**src/rtl/sfg_pkg.sv**
```systemverilog
package sfg_pkg;

  typedef enum logic [1:0] {
    OP_MOVE  = 2'd0,
    OP_ADD   = 2'd1,
    OP_SUB   = 2'd2,
    OP_LOGIC = 2'd3
  } opClass_e;

  // strobes from control to datapath
  typedef struct packed {
    logic loadResult;
    logic loadCarry;
    logic isSub;
    logic isLogic;
  } flagCtrl_t;

  typedef struct packed {
    logic carry;
    logic parity;
    logic aux;
    logic zero;
    logic sign;
    logic overflow;
  } flagSet_t;

endpackage

```
**src/rtl/sfg_control.sv**
```systemverilog
module sfg_control
  import sfg_pkg::*;
#(
  parameter int NUM_SIZES = 3
) (
  input  logic       clk,
  input  logic       rstN,
  input  logic       opValid,
  input  logic [1:0] opClass,
  input  logic [1:0] opSize,
  output flagCtrl_t  ctrl,
  output logic [1:0] laneSel,
  output logic       weResult,
  output logic       weCarry
);

  localparam logic [1:0] TOP_LANE = 2'(NUM_SIZES - 1);

  opClass_e cls;
  logic     doWrite;

  assign cls     = opClass_e'(opClass);
  assign doWrite = opValid && (cls != OP_MOVE);

  always_comb begin
    ctrl.loadResult = doWrite;
    ctrl.loadCarry  = doWrite;
    ctrl.isSub      = (cls == OP_SUB);
    ctrl.isLogic    = (cls == OP_LOGIC);
  end

  // sizes beyond the widest lane fall back to the widest lane
  assign laneSel = (opSize > TOP_LANE) ? TOP_LANE : opSize;

  always_ff @(posedge clk) begin
    if (!rstN) begin
      weResult <= 1'b0;
      weCarry  <= 1'b0;
    end else begin
      weResult <= ctrl.loadResult;
      weCarry  <= ctrl.loadCarry;
    end
  end

endmodule

```
**src/rtl/sfg_datapath.sv**
```systemverilog
module sfg_datapath
  import sfg_pkg::*;
#(
  parameter int DATA_W    = 32,
  parameter int NUM_SIZES = 3
) (
  input  logic              clk,
  input  logic              rstN,
  input  flagCtrl_t         ctrl,
  input  logic [1:0]        laneSel,
  input  logic [DATA_W-1:0] opA,
  input  logic [DATA_W-1:0] opB,
  input  logic              carryIn,
  input  logic [DATA_W-1:0] result,
  output flagSet_t          flags
);

  logic [NUM_SIZES-1:0] laneAddCarry;
  logic [NUM_SIZES-1:0] laneSubBorrow;
  logic [NUM_SIZES-1:0] laneAddOvf;
  logic [NUM_SIZES-1:0] laneSubOvf;
  logic [NUM_SIZES-1:0] laneZero;
  logic [NUM_SIZES-1:0] laneSign;

  for (genvar k = 0; k < NUM_SIZES; k++) begin : g_lane
    localparam int W = 8 << k;
    logic [W:0] sumExt;
    logic [W:0] subtrahend;
    logic       aTop;
    logic       bTop;
    logic       rTop;

    assign sumExt     = {1'b0, opA[W-1:0]} + {1'b0, opB[W-1:0]} + {{W{1'b0}}, carryIn};
    assign subtrahend = {1'b0, opB[W-1:0]} + {{W{1'b0}}, carryIn};
    assign aTop       = opA[W-1];
    assign bTop       = opB[W-1];
    assign rTop       = result[W-1];

    assign laneAddCarry[k]  = (sumExt > {1'b0, {W{1'b1}}});
    assign laneSubBorrow[k] = ({1'b0, opA[W-1:0]} < subtrahend);
    assign laneAddOvf[k]    = (aTop == bTop) && (rTop != aTop);
    assign laneSubOvf[k]    = (aTop != bTop) && (rTop != aTop);
    assign laneZero[k]      = (result[W-1:0] == '0);
    assign laneSign[k]      = rTop;
  end

  flagSet_t nextFlags;
  logic     halfCarry;

  assign halfCarry = opA[4] ^ opB[4] ^ result[4];

  always_comb begin
    nextFlags.parity   = ~^result[7:0];
    nextFlags.zero     = laneZero[laneSel];
    nextFlags.sign     = laneSign[laneSel];
    nextFlags.carry    = ctrl.isSub ? laneSubBorrow[laneSel] : laneAddCarry[laneSel];
    nextFlags.overflow = ctrl.isSub ? laneSubOvf[laneSel]    : laneAddOvf[laneSel];
    nextFlags.aux      = halfCarry;
    if (ctrl.isLogic) begin
      nextFlags.carry    = 1'b0;
      nextFlags.overflow = 1'b0;
      nextFlags.aux      = 1'b0;
    end
  end

  always_ff @(posedge clk) begin
    if (!rstN) begin
      flags <= '0;
    end else begin
      if (ctrl.loadResult) begin
        flags.parity <= nextFlags.parity;
        flags.zero   <= nextFlags.zero;
        flags.sign   <= nextFlags.sign;
      end
      if (ctrl.loadCarry) begin
        flags.carry    <= nextFlags.carry;
        flags.aux      <= nextFlags.aux;
        flags.overflow <= nextFlags.overflow;
      end
    end
  end

endmodule

```
**src/rtl/status_flag_unit.sv**
```systemverilog
module status_flag_unit
  import sfg_pkg::*;
#(
  parameter int DATA_W = 32
) (
  input  logic              clk,
  input  logic              rstN,
  input  logic              opValid,
  input  logic [1:0]        opClass,
  input  logic [1:0]        opSize,
  input  logic [DATA_W-1:0] opA,
  input  logic [DATA_W-1:0] opB,
  input  logic              carryIn,
  input  logic [DATA_W-1:0] result,
  output logic              flagCarry,
  output logic              flagParity,
  output logic              flagAux,
  output logic              flagZero,
  output logic              flagSign,
  output logic              flagOverflow,
  output logic              weResult,
  output logic              weCarry
);

  localparam int NUM_SIZES = $clog2(DATA_W / 8) + 1;

  flagCtrl_t  ctrl;
  logic [1:0] laneSel;
  flagSet_t   flags;

  sfg_control #(.NUM_SIZES(NUM_SIZES)) u_control (
    .clk      (clk),
    .rstN     (rstN),
    .opValid  (opValid),
    .opClass  (opClass),
    .opSize   (opSize),
    .ctrl     (ctrl),
    .laneSel  (laneSel),
    .weResult (weResult),
    .weCarry  (weCarry)
  );

  sfg_datapath #(.DATA_W(DATA_W), .NUM_SIZES(NUM_SIZES)) u_datapath (
    .clk     (clk),
    .rstN    (rstN),
    .ctrl    (ctrl),
    .laneSel (laneSel),
    .opA     (opA),
    .opB     (opB),
    .carryIn (carryIn),
    .result  (result),
    .flags   (flags)
  );

  assign flagCarry    = flags.carry;
  assign flagParity   = flags.parity;
  assign flagAux      = flags.aux;
  assign flagZero     = flags.zero;
  assign flagSign     = flags.sign;
  assign flagOverflow = flags.overflow;

endmodule

```
**config.mk**
```make
export PLATFORM = sky130hd
export DESIGN_NAME = status_flag_unit
export DESIGN_NICKNAME = d
export VERILOG_FILES = /design/src/rtl/sfg_pkg.sv /design/src/rtl/sfg_control.sv /design/src/rtl/sfg_datapath.sv /design/src/rtl/status_flag_unit.sv
export SDC_FILE = /design/constraint.sdc
export NUM_CORES = 1
export LEC_CHECK = 0
export BUFFER_PORTS_ARGS = -buffer_cell sky130_fd_sc_hd__buf_2
export CORE_ASPECT_RATIO = 2
export CORE_MARGIN = 3
export CORE_UTILIZATION = 35
export DETAILED_ROUTE_END_ITERATION = 6
export HOLD_SLACK_MARGIN = 0.1
export SYNTH_ARGS = -nofsm -noshare
export SYNTH_HDL_FRONTEND = slang
export SYNTH_SLANG_ARGS = --single-unit
export TNS_END_PERCENT = 1
```
**constraint.sdc**
```tcl
create_clock -name clk -period 6.6 [get_ports clk]
set_input_delay 0.66 -clock clk [delete_from_list [all_inputs] [get_ports clk]]
set_output_delay 0.66 -clock clk [all_outputs]
set_load 0.05 [all_outputs]
```
== Word-level counts from Yosys, hierarchy flattened ==
Cells that the tools add are included.
Cells by class
  add/sub/neg operators: 9
  magnitude comparators: 8
  equal/unequal tests: 11
  muxes and demuxes: 18
  bitwise gates (word level): 2
  reduce and logical (&&, ||, !) cells: 12
Operators by type and width (count)
  adder 32 x 1 -> 33 bit: 1
  adder 32 x 32 -> 33 bit: 1
  adder 33 x 1 -> 33 bit: 1
  > comparator 33 x 32 -> 1 bit (second input constant): 1
  less-than comparator 32 x 33 -> 1 bit: 1
  logical NOT 32 bit: 1
  adder 16 x 1 -> 17 bit: 1
  adder 16 x 16 -> 17 bit: 1
  adder 17 x 1 -> 17 bit: 1
  > comparator 17 x 16 -> 1 bit (second input constant): 1
  less-than comparator 16 x 17 -> 1 bit: 1
  logical NOT 16 bit: 1
  binary-select mux 1 bit (select 2 bit): 6
  two-way mux 1 bit: 11
  adder 8 x 1 -> 9 bit: 1
  adder 8 x 8 -> 9 bit: 1
  adder 9 x 1 -> 9 bit: 1
  > comparator 9 x 8 -> 1 bit (second input constant): 1
  less-than comparator 8 x 9 -> 1 bit: 1
  logical NOT 8 bit: 1
  XNOR reduction 8 bit: 1
  logical AND 1 bit: 7
  != test 1 bit: 6
  == test 2 bit (second input constant): 2
  6 further kinds: 9
Storage, ports and cells
  flip-flop bits (word level): 7
  bits of input ports: 104
  output and inout port bits: 8
  word-level logic and storage cells: 67

== Logic depth before layout (Yosys ltp) ==
Gate-level depths: netlist (run 1).
  word-level depth: 7
  mapped depth: 15
  depth with buffers taken out: 15

== By module ==
From an unflattened synthesis (run 1), not the netlist that was laid out.
Unflattened totals
  cells, all modules: 335
  area, all modules: 2670.1 µm²
By module, submodules not included
  sfg_datapath: instances 1, cells each 325, area an instance 2586.2 µm², seq. area each 120.1 µm²
  sfg_control: instances 1, cells each 10, area an instance 83.8 µm², seq. area each 20.0 µm²

== Worst setup path before layout (run 1) ==
OpenSTA, ideal clock, no wires.
  kind: in2reg
  from: input port opB[0]
  to: register u_datapath.flags[5] (netlist name)
  library setup time: 64 ps
  arrival: 3172 ps
  data required time: 6536 ps
  slack: 3364 ps
  stages on the path: 13
  path buffers: 0
  cell sequence: ha_1 ha_1 and4_4 nand4_4 nor4_4 nand4_2 nor2_2 xnor2_1 ha_1 a2111oi_0 o21a_1 o2111ai_1 nand4_1
Between the ends
  longest elaborated chain between the ends: 7
  elaborated cells between the ends (all ways): 21
  those cells by class: 9 x add/sub; 6 x order compare; 6 x mux
RTL lines
  start, declared: line status_flag_unit.sv:12  | input logic [DATA_W-1:0] opB,
  adder 32 x 32 -> 33 bit, or another cell as far along: line sfg_datapath.sv:33  | assign sumExt = {1'b0, opA[W-1:0]} + {1'b0, opB[W-1:0]} + {{W{1'b0}}, carryIn};
  adder 33 x 1 -> 33 bit, or another cell as far along: line sfg_datapath.sv:33
  > comparator 33 x 32 -> 1 bit, or another cell as far along: line sfg_datapath.sv:39  | assign laneAddCarry[k] = (sumExt > {1'b0, {W{1'b1}}});
  binary-select mux 1 bit (select 2 bit): line sfg_datapath.sv:56  | nextFlags.carry = ctrl.isSub ? laneSubBorrow[laneSel] : laneAddCarry[laneSel];
  two-way mux 1 bit (not written as such): line sfg_datapath.sv:56
  two-way mux 1 bit *: line sfg_datapath.sv:56
  two-way mux 1 bit *: line sfg_datapath.sv:59  | if (ctrl.isLogic) begin
Mark *: on every way between the ends. The rest lies on a longest branch, timed or not. The select of a mux whose other input is x is not followed.
A chain may end at the register's enable or synchronous reset.

== Final worst setup path (run 1) ==
  from: input port opB[0]
  to: register u_datapath.flags[5] (netlist name)
Between the ends
  longest elaborated chain between the ends: 7
  elaborated cells between the ends (all ways): 21
  those cells by class: 9 x add/sub; 6 x order compare; 6 x mux
RTL lines (line)
  adder 32 x 32 -> 33 bit, or another cell as far along: sfg_datapath.sv:33
  adder 33 x 1 -> 33 bit, or another cell as far along: sfg_datapath.sv:33
  > comparator 33 x 32 -> 1 bit, or another cell as far along: sfg_datapath.sv:39
  binary-select mux 1 bit (select 2 bit): sfg_datapath.sv:56
  two-way mux 1 bit (not written as such): sfg_datapath.sv:56
  two-way mux 1 bit *: sfg_datapath.sv:56
  two-way mux 1 bit *: sfg_datapath.sv:59
Marks and branches as above.

==> results of run 1 <==
-- stage by stage --
stage | util [%] | setup slack, ps | instances
detailed placement | 45.01 | 2961 | 529
CTS | 46.09 | 3196 | 533
global route | 46.09 | 2811 | 533
floorplan | - | 3364 | 330
global placement | 45.01 | 3050 | 529
finish | 46.09 | 3224 | 533
-- worst min path at each step --
| stage | startpoint | to | slack, ps |
|---|---|---|---|
| global route | u_datapath.flags[1]$_SDFFE_PN0P_ | u_datapath.flags[1]$_SDFFE_PN0P_ | 480 |
| CTS | u_datapath.flags[1]$_SDFFE_PN0P_ | u_datapath.flags[1]$_SDFFE_PN0P_ | 460 |
| floorplan | u_datapath.flags[1]$_SDFFE_PN0P_ | u_datapath.flags[1]$_SDFFE_PN0P_ | 680 |
| global placement | u_datapath.flags[1]$_SDFFE_PN0P_ | u_datapath.flags[1]$_SDFFE_PN0P_ | 450 |
| detailed placement | u_datapath.flags[1]$_SDFFE_PN0P_ | u_datapath.flags[1]$_SDFFE_PN0P_ | 450 |
| finish | u_datapath.flags[1]$_SDFFE_PN0P_ | u_datapath.flags[1]$_SDFFE_PN0P_ | 450 |
-- worst reg2reg max path: cells and delay by family, from the launching register on --
family	cells	cell delay (ps)
simple gates	3	470
flops	1	320
compound gates	2	210
-- final cells by class --
cell class | instances | area (um2)
fillers | 827 | 3918
multi-input cells | 300 | 2389
repair buffers | 111 | 555.5
flip-flops and latches | 7 | 140.1
well taps | 92 | 115.1
clock buffers | 4 | 78.83
inverters | 19 | 71.32
-- cells by family after synthesis --
| family | Yosys count | share of synthesized area [%] |
|---|---|---|
| xor gates and xnor gates | 38 | 12.70 |
| muxes | 2 | 0.7638 |
| and+or+nand+nor | 117 | 26.06 |
| AOI/OAI and AO/OA | 74 | 18.09 |
| buffers and inverters | 23 | 3.532 |
| DFF | 7 | 5.346 |
| adders and majority gates | 69 | 33.51 |
-- state kept, by name, summed over array words and instances, names as in the netlist --
register / flops
u_datapath.flags: 6
u_control.weResult: 1
-- placed cells by master, fill, tap and decap left out, drive strengths merged, types with 2 or more instances in the layout --
cell	synthesis	layout
xnor2	13	13
clkbuf	1	4
and3	4	4
nor4b	3	3
a21boi	2	2
nor2b	3	3
o21bai	2	2
a211oi	5	5
ha	67	67
nor4	10	10
a2111oi	2	2
fa	2	2
o21ai	20	20
nand2b	2	2
mux2i	2	2
and4	8	8
o31ai	3	3
and2	3	3
nand3	16	16
nor3	6	6
a32oi	3	3
nand2	30	30
buf	3	111
a21o	2	2
xor2	25	25
nand4	19	19
nor2	11	11
a21oi	23	23
dfxtp	7	7
a221o	3	3
o21a	2	2
inv	19	19
-- routing by layer --
metal	up-vias	wire, um
met5	-	0
met4	0	325
met3	18	304
met2	80	4897
met1	1343	2759
li1	1493	-
-- power breakdown --
part | switching [mW] | internal [mW] | total, mW
sequential | 0.00166 | 0.0457 | 0.0473
clock | 0.0239 | 0.0805 | 0.104
combinational | 0.107 | 0.0800 | 0.187
total | 0.133 | 0.206 | 0.339
==> impl_metrics.toml, run 1 <==
[global_routing]
grt.busiest_layer = "met2"
gr-usage-met2_pct = 39.91
overflow = 0
antenna_found_initial = 0
grt_pass1_wl_um = 13210
grt_max_degree = 12
grt_pass1_vias = 2939
grt_use_met3_pct = 1.223
grt_usage_pct = 19.52
use_met1_pct = 19.07

[die]
die_w_um = 67.20
rows = 44
design.core.area_um2 = 7267
die-area_um2 = 8627
io-pin-count = 112
die_y_um = 128.4
start_util_pct = 36.07

[drt]
post_drt_wl_per_cell_um = 15.55
drc = 0
vias = 2934
vias_per_cell = 5.505
firstDrtPassIters = 4
wl_um = 8286
ant_nets = 0
detail_route.iter0.violations = 87

[sta]
fin_skew_ps = 0
slew_headroom_pct = 66.79
fin_tns_setup_ps = 0
setup_violations = 0
hold_slack_ps = 454.8
finalCriticalPeriod_ps = 3376
hold_viol_final = 0
fin_crit_sh_pct = 51.15
grt_setup_unrepaired = "false"
fmax_mhz = 296.2
maxSlewViolCount = 0
max_slew.worst_pin.slew_ps = 494.9

[cts]
htree_levels = 1
clkTransAtPathRegs_ps = 40
clock_latency_ps = 230
cts_inserted_buffers = 3
cts_sinks = 7
ctsLongestPathBuffers = 2
postCtsSetupBuffers = 0
cts_hold_buf = 0
cts-root-buf = "clkbuf_16"
post_cts_resized = 0
cts_tree = "built"

[critical_path]
crit_buf_inv = 1
cp-start-kind = "input port"
startpoint = "opB[0]"
required_ps = 6770
endpoint = "u_datapath.flags[5]$_SDFFE_PN0P_"
worstSetupPathType = "in -> reg"
crit_path_top_delay_cell = "nor4_4"
critPathTopFamily = "simple AND/OR/NAND/NOR gates"
worst-r2r-setup-slack_ps = 5460
critPathMaxStageDelay_ps = 430
critical_path.max_fanout = 8
crit_chain = "buf_2 > ha_1 > ha_1 > and4_4 > nand4_4 > nor4_4 > nand4_2 > nor2_2 > xnor2_1 > ha_1 > a2111oi_0 > o21a_1 > o2111ai_1 > nand4_1"
crit_path_end_kind = "register"
crit_path_frequent_cell = "ha_1"
worstPathArrival_ps = 3540
reg2reg_from = "u_datapath.flags[5]$_SDFFE_PN0P_"
r2r_end = "u_datapath.flags[5]$_SDFFE_PN0P_"
rr_worst_depth = 5
worstSetupPathDepth = 14

[run_status]
status = "finished clean"

[hold_path]
whs_path_depth = 2
min_path_type = "reg -> reg"

[yosys]
yosysMostFrequentCell = "ha_1"
synth-main-ff-cell = "dfxtp_1"
synth_common_cells = "67 x ha_1, 30 x nand2_1, 25 x xor2_1"
synth_cell_type_count = 51
synth-seq-cells = 7
yosysWarnings = 0
syn_inst = 330
synth_top_cell_by_area = "ha_1"
yosysSeqAreaShare_pct = 5.346
yosys-top-cells-area = "ha_1 32%, xor2_1 8.4%, dfxtp_1 5.3%, a21oi_1 4.4%, xnor2_1 4.3%"
synth_edf_count = 0
synth.avg_cell_area_um2 = 7.943
syn-num-nets = 503
synth.top_cell.area_share_pct = 31.98
syn_area_um2 = 2621
synthArstFlopShare_pct = 0

[placement]
io_buffers = 111
gp_congestion = 0.9197
dpl_cell_area_um2 = 3271
hpwl_um = 7498

[power_and_ir_drop]
p_leak_nw = 1.613
power.density_nw_per_um2 = 101.2
power.total_uw = 338.9
peakVddDrop_v = 0.00008652

[layout]
drive_above_1_share_pct = 27.66
final_area_um2 = 3349
n_antenna_cell = 0
syn_to_final_growth_pct = 27.78
fin_nets = 615

[run]
cap_violations = 0
No activity file was read; power rests on OpenSTA's default activity.
==> inputs of run 2 (changes only) <==
==> constraint.sdc (replaced) <==
create_clock -name clk -period 2.8 [get_ports clk]
set_input_delay 0.28 -clock clk [delete_from_list [all_inputs] [get_ports clk]]
set_output_delay 0.28 -clock clk [all_outputs]
set_load 0.05 [all_outputs]
==> impl_metrics.toml, run 2 (same netlist as run 1, synthesis figures left out) <==
[placement]
hpwl_um = 7604
gp_congestion = 0.9414
preCtsSetupSlack_ps = -282.4
placed_cells = 549
io_buffers = 111
dpl_cell_area_um2 = 3421

[hold_path]
min_from = "rstN"
whs_path_depth = 2
min_path_type = "in -> reg"

[die]
die_y_um = 128.4
rows = 44
die-area_um2 = 8627
start_util_pct = 36.07
die_w_um = 67.20
io-pin-count = 112
design.core.area_um2 = 7267

[layout]
top_regs = "u_datapath.flags (6), u_control.weResult (1)"
drive_above_1_share_pct = 33.76
syn_to_final_growth_pct = 39.24
layout_common_cells = "109 x buf_2, 65 x ha_1, 30 x nand2_1, 25 x xor2_1"
final_common_cell = "buf_2"
fin_nets = 639
regArea_um2 = 140.1
multi_input_comb_area_um2 = 2492
largest-register = "u_datapath.flags"
fillCellCount = 767
final_area_um2 = 3650
n_antenna_cell = 0
largest_register_ffs = 6
instances_no_fill = 557

[critical_path]
worstSetupPathType = "in -> reg"
cp-start-kind = "input port"
crit_path_end_kind = "register"
required_ps = 2900
reg2reg_from = "u_datapath.flags[5]$_SDFFE_PN0P_"
critical_path.max_fanout = 5
worstPathArrival_ps = 2740
startpoint = "carryIn"
rr_worst_depth = 5

[global_routing]
grt_pass1_wl_um = 13520
grt_use_met3_pct = 2.183
grt_pass1_vias = 3109
gr-usage-met2_pct = 42.81
grt_usage_pct = 20.11
grt.busiest_layer = "met2"
grt_max_degree = 12
use_met1_pct = 17.41
overflow = 0
antenna_found_initial = 0

[sta]
fin_crit_sh_pct = 94.21
fin_skew_ps = 0
slew_headroom_pct = 68.00
finalCriticalPeriod_ps = 2638
setup_violations = 0
hold_slack_ps = 370.2
max_slew.worst_pin.slew_ps = 476.7
final.setup.worst_slack_ps = 162.2
hold_viol_final = 0
fmax_mhz = 379.1
maxSlewViolCount = 0

[power_and_ir_drop]
peakVddDrop_v = 0.0001977
power.density_nw_per_um2 = 227.8
p_leak_nw = 1.754
power.total_uw = 831.5

[cts]
ctsLongestPathBuffers = 2
clkTransAtPathRegs_ps = 40
cts_inserted_buffers = 3
cts_sinks = 7
htree_levels = 1
clock_latency_ps = 230
cts_tree = "built"
cts-root-buf = "clkbuf_16"

[drt]
detail_route.iter0.violations = 88
ant_nets = 0
vias = 3053
vias_per_cell = 5.481
post_drt_wl_per_cell_um = 15.54
drc = 0
wl_um = 8656
firstDrtPassIters = 4

[run_status]
status = "finished clean"

[run]
cap_violations = 0
[run 2: layout make-up]
class	instances	area share, %
multi-input combinational	300	68.29
timing repair buffer	135	20.60
sequential	7	3.840
tap	92	3.154
clock buffer	4	2.160
inverter	19	1.954
[run 2: worst paths after layout]
path / slack [ps] / to
worst max-delay path: 160 / u_datapath.flags[5]$_SDFFE_PN0P_
worst min-delay path: 370 / u_datapath.flags[0]$_SDFFE_PN0P_
worst max register to register: 1710 / u_datapath.flags[5]$_SDFFE_PN0P_
worst min register to register: 470 / u_datapath.flags[1]$_SDFFE_PN0P_
[run 2: worst max-delay path, stage by stage]
cell	delay, ps
buf_6	80
ha_4	150
ha_4	130
and4_4	220
nand4_4	120
nor4_4	220
buf_4	180
buf_6	110
nand4_1	100
xor2_1	180
ha_1	320
a211oi_2	80
o21bai_1	160
a21oi_1	60
o31ai_1	220
nand4_1	110
[run 2: per-layer routing]
layer	vias up	part of all wire, %
li1	1541	-
met1	1399	32
met5	-	0
met4	0	3.6
met3	21	4.3
met2	92	60
[run 2: timing repair]
item,CTS,global route
endpoints found under the setup margin,1,1
hold buffers,0,0
buffers inserted,1,3
resized for setup,2,22
pin swaps,0,20
[run 2: report_power, final]
| group | switching [mW] | leakage [nW] | internal (mW) |
|---|---|---|---|
| registers | 0.00384 | 0.0574 | 0.108 |
| clock network | 0.0579 | 0.0382 | 0.190 |
| logic | 0.264 | 1.66 | 0.209 |
| total | 0.325 | 1.75 | 0.506 |
[run 2: per-stage QoR]
step,setup TNS (ps),util (%)
3_5_place_dp,-282.4,47.07
5_1_grt,-72.24,50.22
3_3_place_gp,-162.8,47.07
4_1_cts,0,48.35
6_report,0,50.22
2_1_floorplan,0,-
==> inputs of run 3 (changes only) <==
--- a/config.mk
+++ b/config.mk
@@ -11,6 +11,7 @@
 export CORE_UTILIZATION = 35
 export DETAILED_ROUTE_END_ITERATION = 6
 export HOLD_SLACK_MARGIN = 0.1
+export RECOVER_POWER = 50
 export SYNTH_ARGS = -nofsm -noshare
 export SYNTH_HDL_FRONTEND = slang
 export SYNTH_SLANG_ARGS = --single-unit
==> impl_metrics.toml, run 3 (same netlist as run 1, synthesis figures left out) <==
[drt]
drc = 0
firstDrtPassIters = 4
vias = 3052
wl_um = 8659
post_drt_wl_per_cell_um = 15.55
detail_route.iter0.violations = 95
vias_per_cell = 5.479
ant_nets = 0

[placement]
gp_congestion = 0.9414
io_buffers = 111
dpl_cell_area_um2 = 3421
preCtsSetupSlack_ps = -282.4
placed_cells = 549
hpwl_um = 7604

[sta]
fmax_mhz = 378.7
fin_crit_sh_pct = 94.31
setup_violations = 0
slew_headroom_pct = 50.43
fin_skew_ps = 0
hold_slack_ps = 369.9
final.setup.worst_slack_ps = 159.4
finalCriticalPeriod_ps = 2641
hold_viol_final = 0
maxSlewViolCount = 0
max_slew.worst_pin.slew_ps = 735.7

[power_and_ir_drop]
p_leak_nw = 1.732
peakVddDrop_v = 0.0001973
power.density_nw_per_um2 = 227.9

[critical_path]
endpoint = "u_datapath.flags[5]$_SDFFE_PN0P_"
critical_path.max_fanout = 5
startpoint = "carryIn"
worst-r2r-setup-slack_ps = 1700
worstSetupPathType = "in -> reg"
crit_path_end_kind = "register"
cp-start-kind = "input port"
rr_worst_depth = 5
reg2reg_from = "u_datapath.flags[5]$_SDFFE_PN0P_"
r2r_end = "u_datapath.flags[5]$_SDFFE_PN0P_"
worstPathArrival_ps = 2740
required_ps = 2900

[layout]
fillCellCount = 768
largest_register_ffs = 6
postLayoutCoreUtil_pct = 50.12
final_common_cell = "buf_2"
top_regs = "u_datapath.flags (6), u_control.weResult (1)"
fin_nets = 639
final_area_um2 = 3642
layout_common_cells = "103 x buf_2, 65 x ha_1, 30 x nand2_1, 25 x xor2_1"
n_antenna_cell = 0
regArea_um2 = 140.1
syn_to_final_growth_pct = 38.95
multi_input_comb_area_um2 = 2492
largest-register = "u_datapath.flags"
drive_above_1_share_pct = 32.47
instances_no_fill = 557

[die]
rows = 44
start_util_pct = 36.07
die_w_um = 67.20
io-pin-count = 112
die-area_um2 = 8627
die_y_um = 128.4
design.core.area_um2 = 7267

[global_routing]
antenna_found_initial = 0
grt_pass1_wl_um = 13520
grt_usage_pct = 20.11
grt_pass1_vias = 3109
grt_max_degree = 12
overflow = 0

[hold_path]
whs_path_depth = 2
min_path_type = "in -> reg"

[cts]
clock_latency_ps = 230
htree_levels = 1
ctsLongestPathBuffers = 2
clkTransAtPathRegs_ps = 40
cts_inserted_buffers = 3
cts_tree = "built"
cts-root-buf = "clkbuf_16"
cts_sinks = 7

[run]
cap_violations = 0

[run_status]
status = "finished clean"
[run 3: cell type report]
type                            count  area share [%]
Sequential cell                     7           3.847
Tap cell                           92           3.160
Clock buffer                        4           2.164
Inverter                           19           1.958
Timing Repair Buffer              135           20.44
Multi-Input combinational cell    300           68.43
[run 3: metrics by stage]
stage / TNS, ps / total power [mW]
floorplan: 0 / 0.3631
global placement: -162.8 / 0.5619
detailed placement: -282.4 / 0.5695
CTS: 0 / 0.8229
global route: -72.24 / 0.9007
finish: 0 / 0.8302
[run 3: how the worst min path moves through the flow]
stage,from,end,slack [ps]
floorplan,rstN,u_datapath.flags[4]$_SDFFE_PN0P_,400
global placement,u_datapath.flags[1]$_SDFFE_PN0P_,u_datapath.flags[1]$_SDFFE_PN0P_,460
detailed placement,u_datapath.flags[1]$_SDFFE_PN0P_,u_datapath.flags[1]$_SDFFE_PN0P_,470
CTS,rstN,u_datapath.flags[0]$_SDFFE_PN0P_,370
global route,rstN,u_datapath.flags[0]$_SDFFE_PN0P_,390
finish,rstN,u_datapath.flags[0]$_SDFFE_PN0P_,370
[run 3: power by group]
group,internal [mW],switching (mW)
Sequential,0.108,0.00399
Clock,0.190,0.0577
Combinational,0.207,0.264
[run 3: per-layer routing]
layer  vias up  global-route usage, %  wire, um
li1       1543                      -         -
met2        95                  42.81      5221
met5         -                      0         0
met1      1393                  17.41      2755
met3        21                  2.183       374
met4         0                  7.775       308
[run 3: timing repair]
action / in CTS / in global routing
hold buffers: 0 / 0
setup buffers: 1 / 3
resized for setup: 2 / 22
pin swaps: 0 / 20
setup endpoints to repair: 1 / 1
[run 3: critical path, stage by stage]
cell and delay, ps:
buf_6 80, ha_4 150, ha_4 130, and4_4 220, nand4_4 120, nor4_4 220
buf_4 190, buf_6 110, nand4_1 100, xor2_1 180, ha_1 320, a211oi_2 80
o21bai_1 160, a21oi_1 60, o31ai_1 220, nand4_1 110
